$ cat src/rtl/pfg_pkg.sv
package pfg_pkg;

  typedef enum logic [1:0] {
    FM_LATCH = 2'b00,
    FM_CYCLE = 2'b01,
    FM_OFF_A = 2'b10,
    FM_OFF_B = 2'b11
  } fault_mode_e;

  // Pin level for a logical active/inactive value under a polarity bit.
  function automatic logic drive_level(input logic active, input logic pol);
    return active ^ pol;
  endfunction

  // True for the modes in which the fault input may take over the pins.
  function automatic logic mode_overrides(input logic [1:0] m);
    return (m == FM_LATCH) || (m == FM_CYCLE);
  endfunction

  // Logical fault level of a lane: lane 1 is the high pin, lane 0 the low pin.
  function automatic logic fault_active(input logic [1:0] m, input int lane,
                                        input logic fdat);
    if (m == FM_CYCLE) return (lane == 0);
    return fdat;
  endfunction

endpackage

$ cat src/rtl/pfg_sync.sv
module pfg_sync #(
  parameter int STAGES = 2
) (
  input  logic clk,
  input  logic rst_n,
  input  logic din,
  output logic lvl,
  output logic rise
);
  localparam int LAST = STAGES - 1;

  logic [STAGES-1:0] chain;
  logic              prev;

  always_ff @(posedge clk or negedge rst_n) begin
    if (!rst_n) begin
      chain <= '0;
      prev  <= 1'b0;
    end else begin
      chain <= {chain[LAST-1:0], din};
      prev  <= chain[LAST];
    end
  end

  assign lvl  = chain[LAST];
  assign rise = chain[LAST] & ~prev;

  // a rising-edge pulse lasts exactly one cycle
  a_r9_rise_single: assert property (@(posedge clk) disable iff (!rst_n)
    rise |=> !rise);

endmodule

$ cat src/rtl/pfg_flag.sv
module pfg_flag (
  input  logic clk,
  input  logic rst_n,
  input  logic rise,
  input  logic irq_en,
  input  logic clr,
  output logic flag
);
  logic flag_nxt;

  always_comb begin
    flag_nxt = flag;
    if (!irq_en)   flag_nxt = 1'b0;
    else if (rise) flag_nxt = 1'b1;
    else if (clr)  flag_nxt = 1'b0;
  end

  always_ff @(posedge clk or negedge rst_n) begin
    if (!rst_n) flag <= 1'b0;
    else        flag <= flag_nxt;
  end

  // an enabled edge always sets the flag
  a_r9_set_on_edge: assert property (@(posedge clk) disable iff (!rst_n)
    (rise && irq_en) |=> flag);

  // without a clear the flag holds
  a_r9_hold: assert property (@(posedge clk) disable iff (!rst_n)
    (flag && irq_en && !clr) |=> flag);

  // disabled interrupts keep the flag low
  a_r10_disabled_clear: assert property (@(posedge clk) disable iff (!rst_n)
    !irq_en |=> !flag);

endmodule

$ cat src/rtl/pfg_hold.sv
module pfg_hold
  import pfg_pkg::*;
#(
  parameter int CNT_W = 16
) (
  input  logic             clk,
  input  logic             rst_n,
  input  logic             sync_lvl,
  input  logic [1:0]       mode,
  input  logic             flag,
  input  logic [CNT_W-1:0] tb_count,
  input  logic             tb_enable,
  output logic             held,
  output logic             exit_ok
);
  logic ovr_mode;
  logic period_ok;
  logic flag_ok;
  logic held_nxt;

  assign ovr_mode  = mode_overrides(mode);
  assign period_ok = !tb_enable || (tb_count == '0);
  assign flag_ok   = (fault_mode_e'(mode) == FM_CYCLE) || !flag;
  assign exit_ok   = !sync_lvl && flag_ok && period_ok;

  always_comb begin
    held_nxt = held;
    if (!ovr_mode)            held_nxt = 1'b0;
    else if (sync_lvl)        held_nxt = 1'b1;
    else if (held && exit_ok) held_nxt = 1'b0;
  end

  always_ff @(posedge clk or negedge rst_n) begin
    if (!rst_n) held <= 1'b0;
    else        held <= held_nxt;
  end

  // latched override cannot end while the flag is set
  a_r5_latch_wait: assert property (@(posedge clk) disable iff (!rst_n)
    (fault_mode_e'(mode) == FM_LATCH && held && flag) |=> held);

  // override cannot end while the synchronized input is high
  a_r6_input_high: assert property (@(posedge clk) disable iff (!rst_n)
    (held && sync_lvl && ovr_mode) |=> held);

  // exit only at a period start, a stopped time base or override off
  a_r7_boundary: assert property (@(posedge clk) disable iff (!rst_n)
    $fell(held) |-> $past(period_ok || !ovr_mode));

endmodule

$ cat src/rtl/pfg_outmux.sv
module pfg_outmux
  import pfg_pkg::*;
(
  input  logic       fault_raw,
  input  logic       held,
  input  logic [1:0] mode,
  input  logic [1:0] gen_v,
  input  logic [1:0] fdat_v,
  input  logic [1:0] pol_v,
  output logic [1:0] pin_v,
  output logic       override
);
  assign override = mode_overrides(mode) && (fault_raw || held);

  for (genvar lane = 0; lane < 2; lane++) begin : g_lane
    logic act;
    always_comb begin
      if (override) act = fault_active(mode, lane, fdat_v[lane]);
      else          act = gen_v[lane];
    end
    assign pin_v[lane] = drive_level(act, pol_v[lane]);
  end

endmodule

$ cat src/rtl/pwm_fault_guard.sv
module pwm_fault_guard
  import pfg_pkg::*;
#(
  parameter int CNT_W     = 16,
  parameter int SYNC_STGS = 2
) (
  input  logic             clk,
  input  logic             rst_n,
  input  logic             fault_pin,
  input  logic             gen_hi,
  input  logic             gen_lo,
  input  logic [CNT_W-1:0] tb_count,
  input  logic             tb_enable,
  input  logic [1:0]       mode,
  input  logic             fdat_hi,
  input  logic             fdat_lo,
  input  logic             pol_hi,
  input  logic             pol_lo,
  input  logic             irq_en,
  input  logic             flag_clr,
  output logic             pin_hi,
  output logic             pin_lo,
  output logic             irq_flag,
  output logic             fault_stat
);
  logic       sync_lvl;
  logic       sync_rise;
  logic       held;
  logic       exit_ok;
  logic       override;
  logic [1:0] pin_v;

  pfg_sync #(.STAGES(SYNC_STGS)) u_sync (
    .clk(clk), .rst_n(rst_n), .din(fault_pin),
    .lvl(sync_lvl), .rise(sync_rise)
  );

  pfg_flag u_flag (
    .clk(clk), .rst_n(rst_n), .rise(sync_rise), .irq_en(irq_en),
    .clr(flag_clr), .flag(irq_flag)
  );

  pfg_hold #(.CNT_W(CNT_W)) u_hold (
    .clk(clk), .rst_n(rst_n), .sync_lvl(sync_lvl), .mode(mode),
    .flag(irq_flag), .tb_count(tb_count), .tb_enable(tb_enable),
    .held(held), .exit_ok(exit_ok)
  );

  pfg_outmux u_mux (
    .fault_raw(fault_pin), .held(held), .mode(mode),
    .gen_v({gen_hi, gen_lo}), .fdat_v({fdat_hi, fdat_lo}),
    .pol_v({pol_hi, pol_lo}), .pin_v(pin_v), .override(override)
  );

  assign pin_hi     = pin_v[1];
  assign pin_lo     = pin_v[0];
  assign fault_stat = held;

  // override off passes normal drive through
  a_r1_passthrough: assert property (@(posedge clk) disable iff (!rst_n)
    mode[1] |-> (pin_hi == (gen_hi ^ pol_hi)) && (pin_lo == (gen_lo ^ pol_lo))
                && !fault_stat);

  // latched fault levels while the raw input is high
  a_r3_latched_levels: assert property (@(posedge clk) disable iff (!rst_n)
    (mode == 2'b00 && fault_pin) |->
      (pin_hi == (fdat_hi ^ pol_hi)) && (pin_lo == (fdat_lo ^ pol_lo)));

  // deasserted pair while the raw input is high in cycle-by-cycle mode
  a_r4_cycle_levels: assert property (@(posedge clk) disable iff (!rst_n)
    (mode == 2'b01 && fault_pin) |-> (pin_hi == pol_hi) && (pin_lo == !pol_lo));

  // a held state with a clear exit path in a stopped time base leaves
  a_r8_tb_off_exit: assert property (@(posedge clk) disable iff (!rst_n)
    (held && exit_ok && !tb_enable) |=> !held);

endmodule

$ cat config.mk
export PLATFORM = sky130hd
export DESIGN_NAME = pwm_fault_guard
export DESIGN_NICKNAME = d
export VERILOG_FILES = /design/src/rtl/pfg_pkg.sv /design/src/rtl/pfg_sync.sv /design/src/rtl/pfg_flag.sv /design/src/rtl/pfg_hold.sv /design/src/rtl/pfg_outmux.sv /design/src/rtl/pwm_fault_guard.sv
export SDC_FILE = /design/constraint.sdc
export NUM_CORES = 1
export LEC_CHECK = 0
export ABC_AREA = 1
export CORE_AREA = 2 2 39 41
export DETAILED_ROUTE_END_ITERATION = 16
export DIE_AREA = 0 0 41 43
export DONT_BUFFER_PORTS = 1
export GPL_ROUTABILITY_DRIVEN = 0
export PLACE_DENSITY = 0.4
export SYNTH_ARGS = -nofsm -noshare
export SYNTH_HDL_FRONTEND = slang
export SYNTH_SLANG_ARGS = --single-unit
$ cat constraint.sdc
create_clock -name clk -period 2 [get_ports clk]
set_clock_uncertainty 0.15 [all_clocks]
set_input_delay 0 -clock clk [delete_from_list [all_inputs] [get_ports clk]]
set_output_delay 0 -clock clk [all_outputs]
set_load 0.01 [all_outputs]
After elaboration in Yosys (flattened, before gate mapping)
Index checks and enable logic that the tools add are counted.
{ "op_classes": {"eq_ne": 3, "n_bitwise": 4, "n_mul": 0, "div": 0, "n_mux": 14, "reduce_logical": 13, "add_sub_neg": 0, "shifts": 0, "n_lt_le_gt_ge": 0} }
{ "ops": {"columns": ["op", "count"], "rows": [
  ["16-bit zero test", 1],
  ["1-bit two-way mux", 14],
  ["1-bit logical AND", 4],
  ["1-bit logical OR", 4],
  ["1-bit zero test", 3],
  ["3-bit by 1-bit != test with 1-bit output, second input constant", 1],
  ["3-bit != test, second input constant", 1],
  ["2-bit by 1-bit == test with 1-bit output, second input constant", 1],
  ["2-bit zero test", 1],
  ["1-bit bitwise XOR", 2],
  ["1-bit AND", 1],
  ["1-bit inverter", 1]
]} }
{ "word_totals": {"mem_bits_rw": 0, "latchBits": 0, "output_inout_bits": 4, "ff_bits": 5, "n_memories": 0, "rom_bits": 0} }

Depth between registers and ports, before layout
{ "logic_depth": {"word_depth": 8, "mapped_depth": 8, "depth_no_buf": 8} }

Modules after synthesis
From an unflattened synthesis, not the netlist that was laid out.
{ "unflattened": {"hier_cells": 65, "hier_area_um2": 385.4} }
{ "by_module_without_submodules": {"columns": ["mod", "cells_each", "n_inst", "area_per_inst_um2", "seq_area_each_um2"], "rows": [
  ["pfg_outmux", 31, 1, 136.4, 0.0],
  ["pfg_hold", 23, 1, 115.1, 25.0],
  ["pfg_sync", 5, 1, 85.1, 75.1],
  ["pfg_flag", 6, 1, 48.8, 25.0]
]} }

Worst setup path before layout
No wires, ideal clock.
{ "synth_timing": {"path_type": "register to output", "start": "register u_hold.held", "end": "output port pin_hi", "n_path_buf": 0, "arrival_time_ps": 939, "path_slack_ps": 911, "stages_incl_launch_ff": 6, "path_cell_list": "dfrtp_1 > nor2_1 > nor2_2 > nand2_1 > o21ai_1 > xnor2_1"} }
{ "synth_between": {"elab_chain_cells": 4} }
{ "synth_lines": {"columns": ["element", "line_no", "rtl"], "rows": [
  ["from (decl)", "pfg_hold.sv:13", "output logic held,"],
  ["from (signal assigned)", "pfg_hold.sv:35", "else held <= held_nxt;"],
  ["1-bit logical OR", "pfg_outmux.sv:13", "assign override = mode_overrides(mode) && (fault_raw || held);"],
  ["1-bit logical AND", "pfg_outmux.sv:13", null],
  ["1-bit two-way mux", "pfg_outmux.sv:18", "if (override) act = fault_active(mode, lane, fdat_v[lane]);"],
  ["1-bit bitwise XOR", "pfg_pkg.sv:12", "return active ^ pol;"],
  ["to (decl)", "pwm_fault_guard.sv:21", "output logic pin_hi,"]
]} }
Every way passes these cells.

==> results.md <==
* CTS tree: yes
* Footprint of the multi-input gates at 143 µm²
* Min Clock Period, post-route at 1.52 ns
* Layout cells sized above 1 at 7.55%
* Synth unique cells at 11
* Post-synth top area cell: dfrtp_1
* Clock buffer count from CTS at 3
* Hold Vio Cnt, Final at 0
* # diodes at 0
* Die extent in y at 43 µm
* Avg Inst Size Synth at 6.98 µm²
* Clock Path Buffers at 2
* Register area at 125 µm²
* Nets@finish at 84
* Drt first pass iters at 1
* Most numerous cell in the Yosys netlist: nor2_1
* Count of warnings emitted by yosys at 0
* Max Cap Viol at 0
* Placement Rows at 14
* Worst path bufs/invs at 2
* Global-route wire length before repair at 938 µm
* Post-DP HPWL at 525 µm
* Vias at 297
* # IOs at 34
* Antenna viol nets, final at 0
* Drt wl/cell at 9.32 µm
* Post-cts resize count at 0
* Post-Synthesis Cells at 40
* Share of synthesized flip-flops with an asynchronous set or reset at 100%
* Arr. time, crit path at 1.49 ns
* Pwr dens at 654 mW/mm²
* Relative max-transition margin at 81.4%
* Die W at 41 µm
* Crit share post-route at 76.0%
* CP cell instances: inv_1 > o22ai_1 > and2_1 > dlygate4sd3_1
* Peak VDD IR at 0.000338 V
* Commonest cells post-synth: nor2_1, nand2_1, dfrtp_1, inv_1
* Leak Pwr at 0.000182 µW
* Sink Count at 5
* Sequential area share after synthesis at 44.8%
* Area growth syn-to-layout at 48.9%
* Syn_nets at 70
* Total track usage at 8.30%
* Drt total wl at 643 µm
* Mapped cell area at 279 µm²
* Final Util at 30.0%
* Worst EP required at 1.97 ns
* Postcts setup bufs at 0
* Clock Tree Root: clkbuf_4
* CP delay by family, top: buffers and inverters
* Outcome: finished, final reports clean
* Core ar. at 0.00138 mm²
* Antenna violations before repair at 0
* EDFF count, synth at 0
* Number of remaining DRC errors at 0
* Slew Viols, Final at 0
* Post-synth top area share at 44.8%
* Vias in the first global route at 237
* DRT iter0 DRCs at 0
* Most area-consuming cells after synthesis: dfrtp_1, nor2_1, nand2_1
* Post-synth top flop: dfrtp_1
* Final setup viols at 0
* Initial Utilization at 20.2%
* RSZ-0062 raised after global routing: no
* Worst Max-Slew Pin Slew at 0.277 ns
* Type of the worst setup path: reg2reg
* Via/cell ratio at 4.30
* Setup TNS at 0 ns
* Die Area at 0.00176 mm²
* Filler cells at 154
* Crit end category: flop
* Port bufs at 0
* H-Tree Depth at 1
* Clk Latency, worst-skew pair at 0.24 ns
* CP Launch Type: flop
* CP max FO at 3
* Fmax at 658 MHz
* CP peak stage delay at 0.55 ns
* Yosys reg bits at 5
* Worst Hold Class: in2out
* Clock transition at path regs at 0.04 ns
* Largest net degree at the start of global routing at 6
* Tot Pwr at 271 µW
* GR Overflow Total at 0
* CP max stage cell: dlygate4sd3_1
[cell usage in the layout, fill, tap and decap left out, drive strengths merged]
| master | count |
|---|---|
| nor2 | 13 |
| nand2 | 11 |
| dlygate4sd3 | 9 |
| dfrtp | 5 |
| clkbuf | 4 |
| inv | 3 |
| o21ai | 3 |
| xnor2 | 2 |
| o22ai | 1 |
| and2 | 1 |
| a21oi | 1 |
[per-stage QoR]
step / hold WS (ns) / setup slack, ns / cell area, µm² / instances
global route: 0.0887 / 0.391 / 415 / 69
finish: 0.0759 / 0.479 / 415 / 69
detailed placement: -0.445 / 0.831 / 299 / 56
CTS: 0.0752 / 0.461 / 415 / 69
global placement: -0.445 / 0.852 / 299 / 56
floorplan: -0.446 / 0.911 / 279 / 40
[worst paths after layout]
kind                            cells past startpoint  slack [ns]                 startpoint                         to
worst min-delay path                                2        0.08                     gen_lo                     pin_lo
max in group asynchronous                           2        1.09                      rst_n  u_sync.chain[1]$_DFF_PN0_
min in group asynchronous                           2        0.42                      rst_n      u_sync.prev$_DFF_PN0_
worst max register to register                      4        0.48    u_flag.flag$_DFFE_PN0P_    u_flag.flag$_DFFE_PN0P_
worst max-delay path                                4        0.48    u_flag.flag$_DFFE_PN0P_    u_flag.flag$_DFFE_PN0P_
worst min register to register                      0        0.20  u_sync.chain[0]$_DFF_PN0_  u_sync.chain[1]$_DFF_PN0_
[power by group]
part | internal, µW | switching, µW | leakage [µW]
Clock | 75.4 | 41.5 | 0.0000150
Combinational | 24.0 | 19.3 | 0.000106
Sequential | 107 | 4.35 | 0.0000610
Total | 206 | 65.1 | 0.000182
[area by class of cell]
cell class / count / share of cell area [%]
Multi-Input combinational cell: 32 / 34.3
Sequential cell: 5 / 30.1
Timing Repair Buffer: 9 / 21.7
Clock buffer: 4 / 6.33
Tap cell: 16 / 4.82
Inverter: 3 / 2.71
[flip-flops by register name (all words and copies together) (netlist names)]
name / cells
u_sync.chain: 2
u_hold.held: 1
u_sync.prev: 1
u_flag.flag: 1
[layer usage]
layer,routed length [µm],up-vias,GRT usage (%)
li1,-,148,-
met1,253,127,9.57
met2,280,22,10.6
met3,109,0,6.81
met4,0,0,4.00
met5,0,-,0
[cell families after synthesis]
group / Yosys count / synth area share [%]
xor+xnor: 2 / 6.28
compound gates: 5 / 9.42
buf+inv: 3 / 4.04
flops: 5 / 44.8
simple gates: 25 / 35.4
[timing repair]
item                       4_1_cts  5_1_grt
setup endpoints to repair        0        0
hold endpoints to repair        10        0
hold buffers                     9        0
Power figures use the tool's default switching activity.
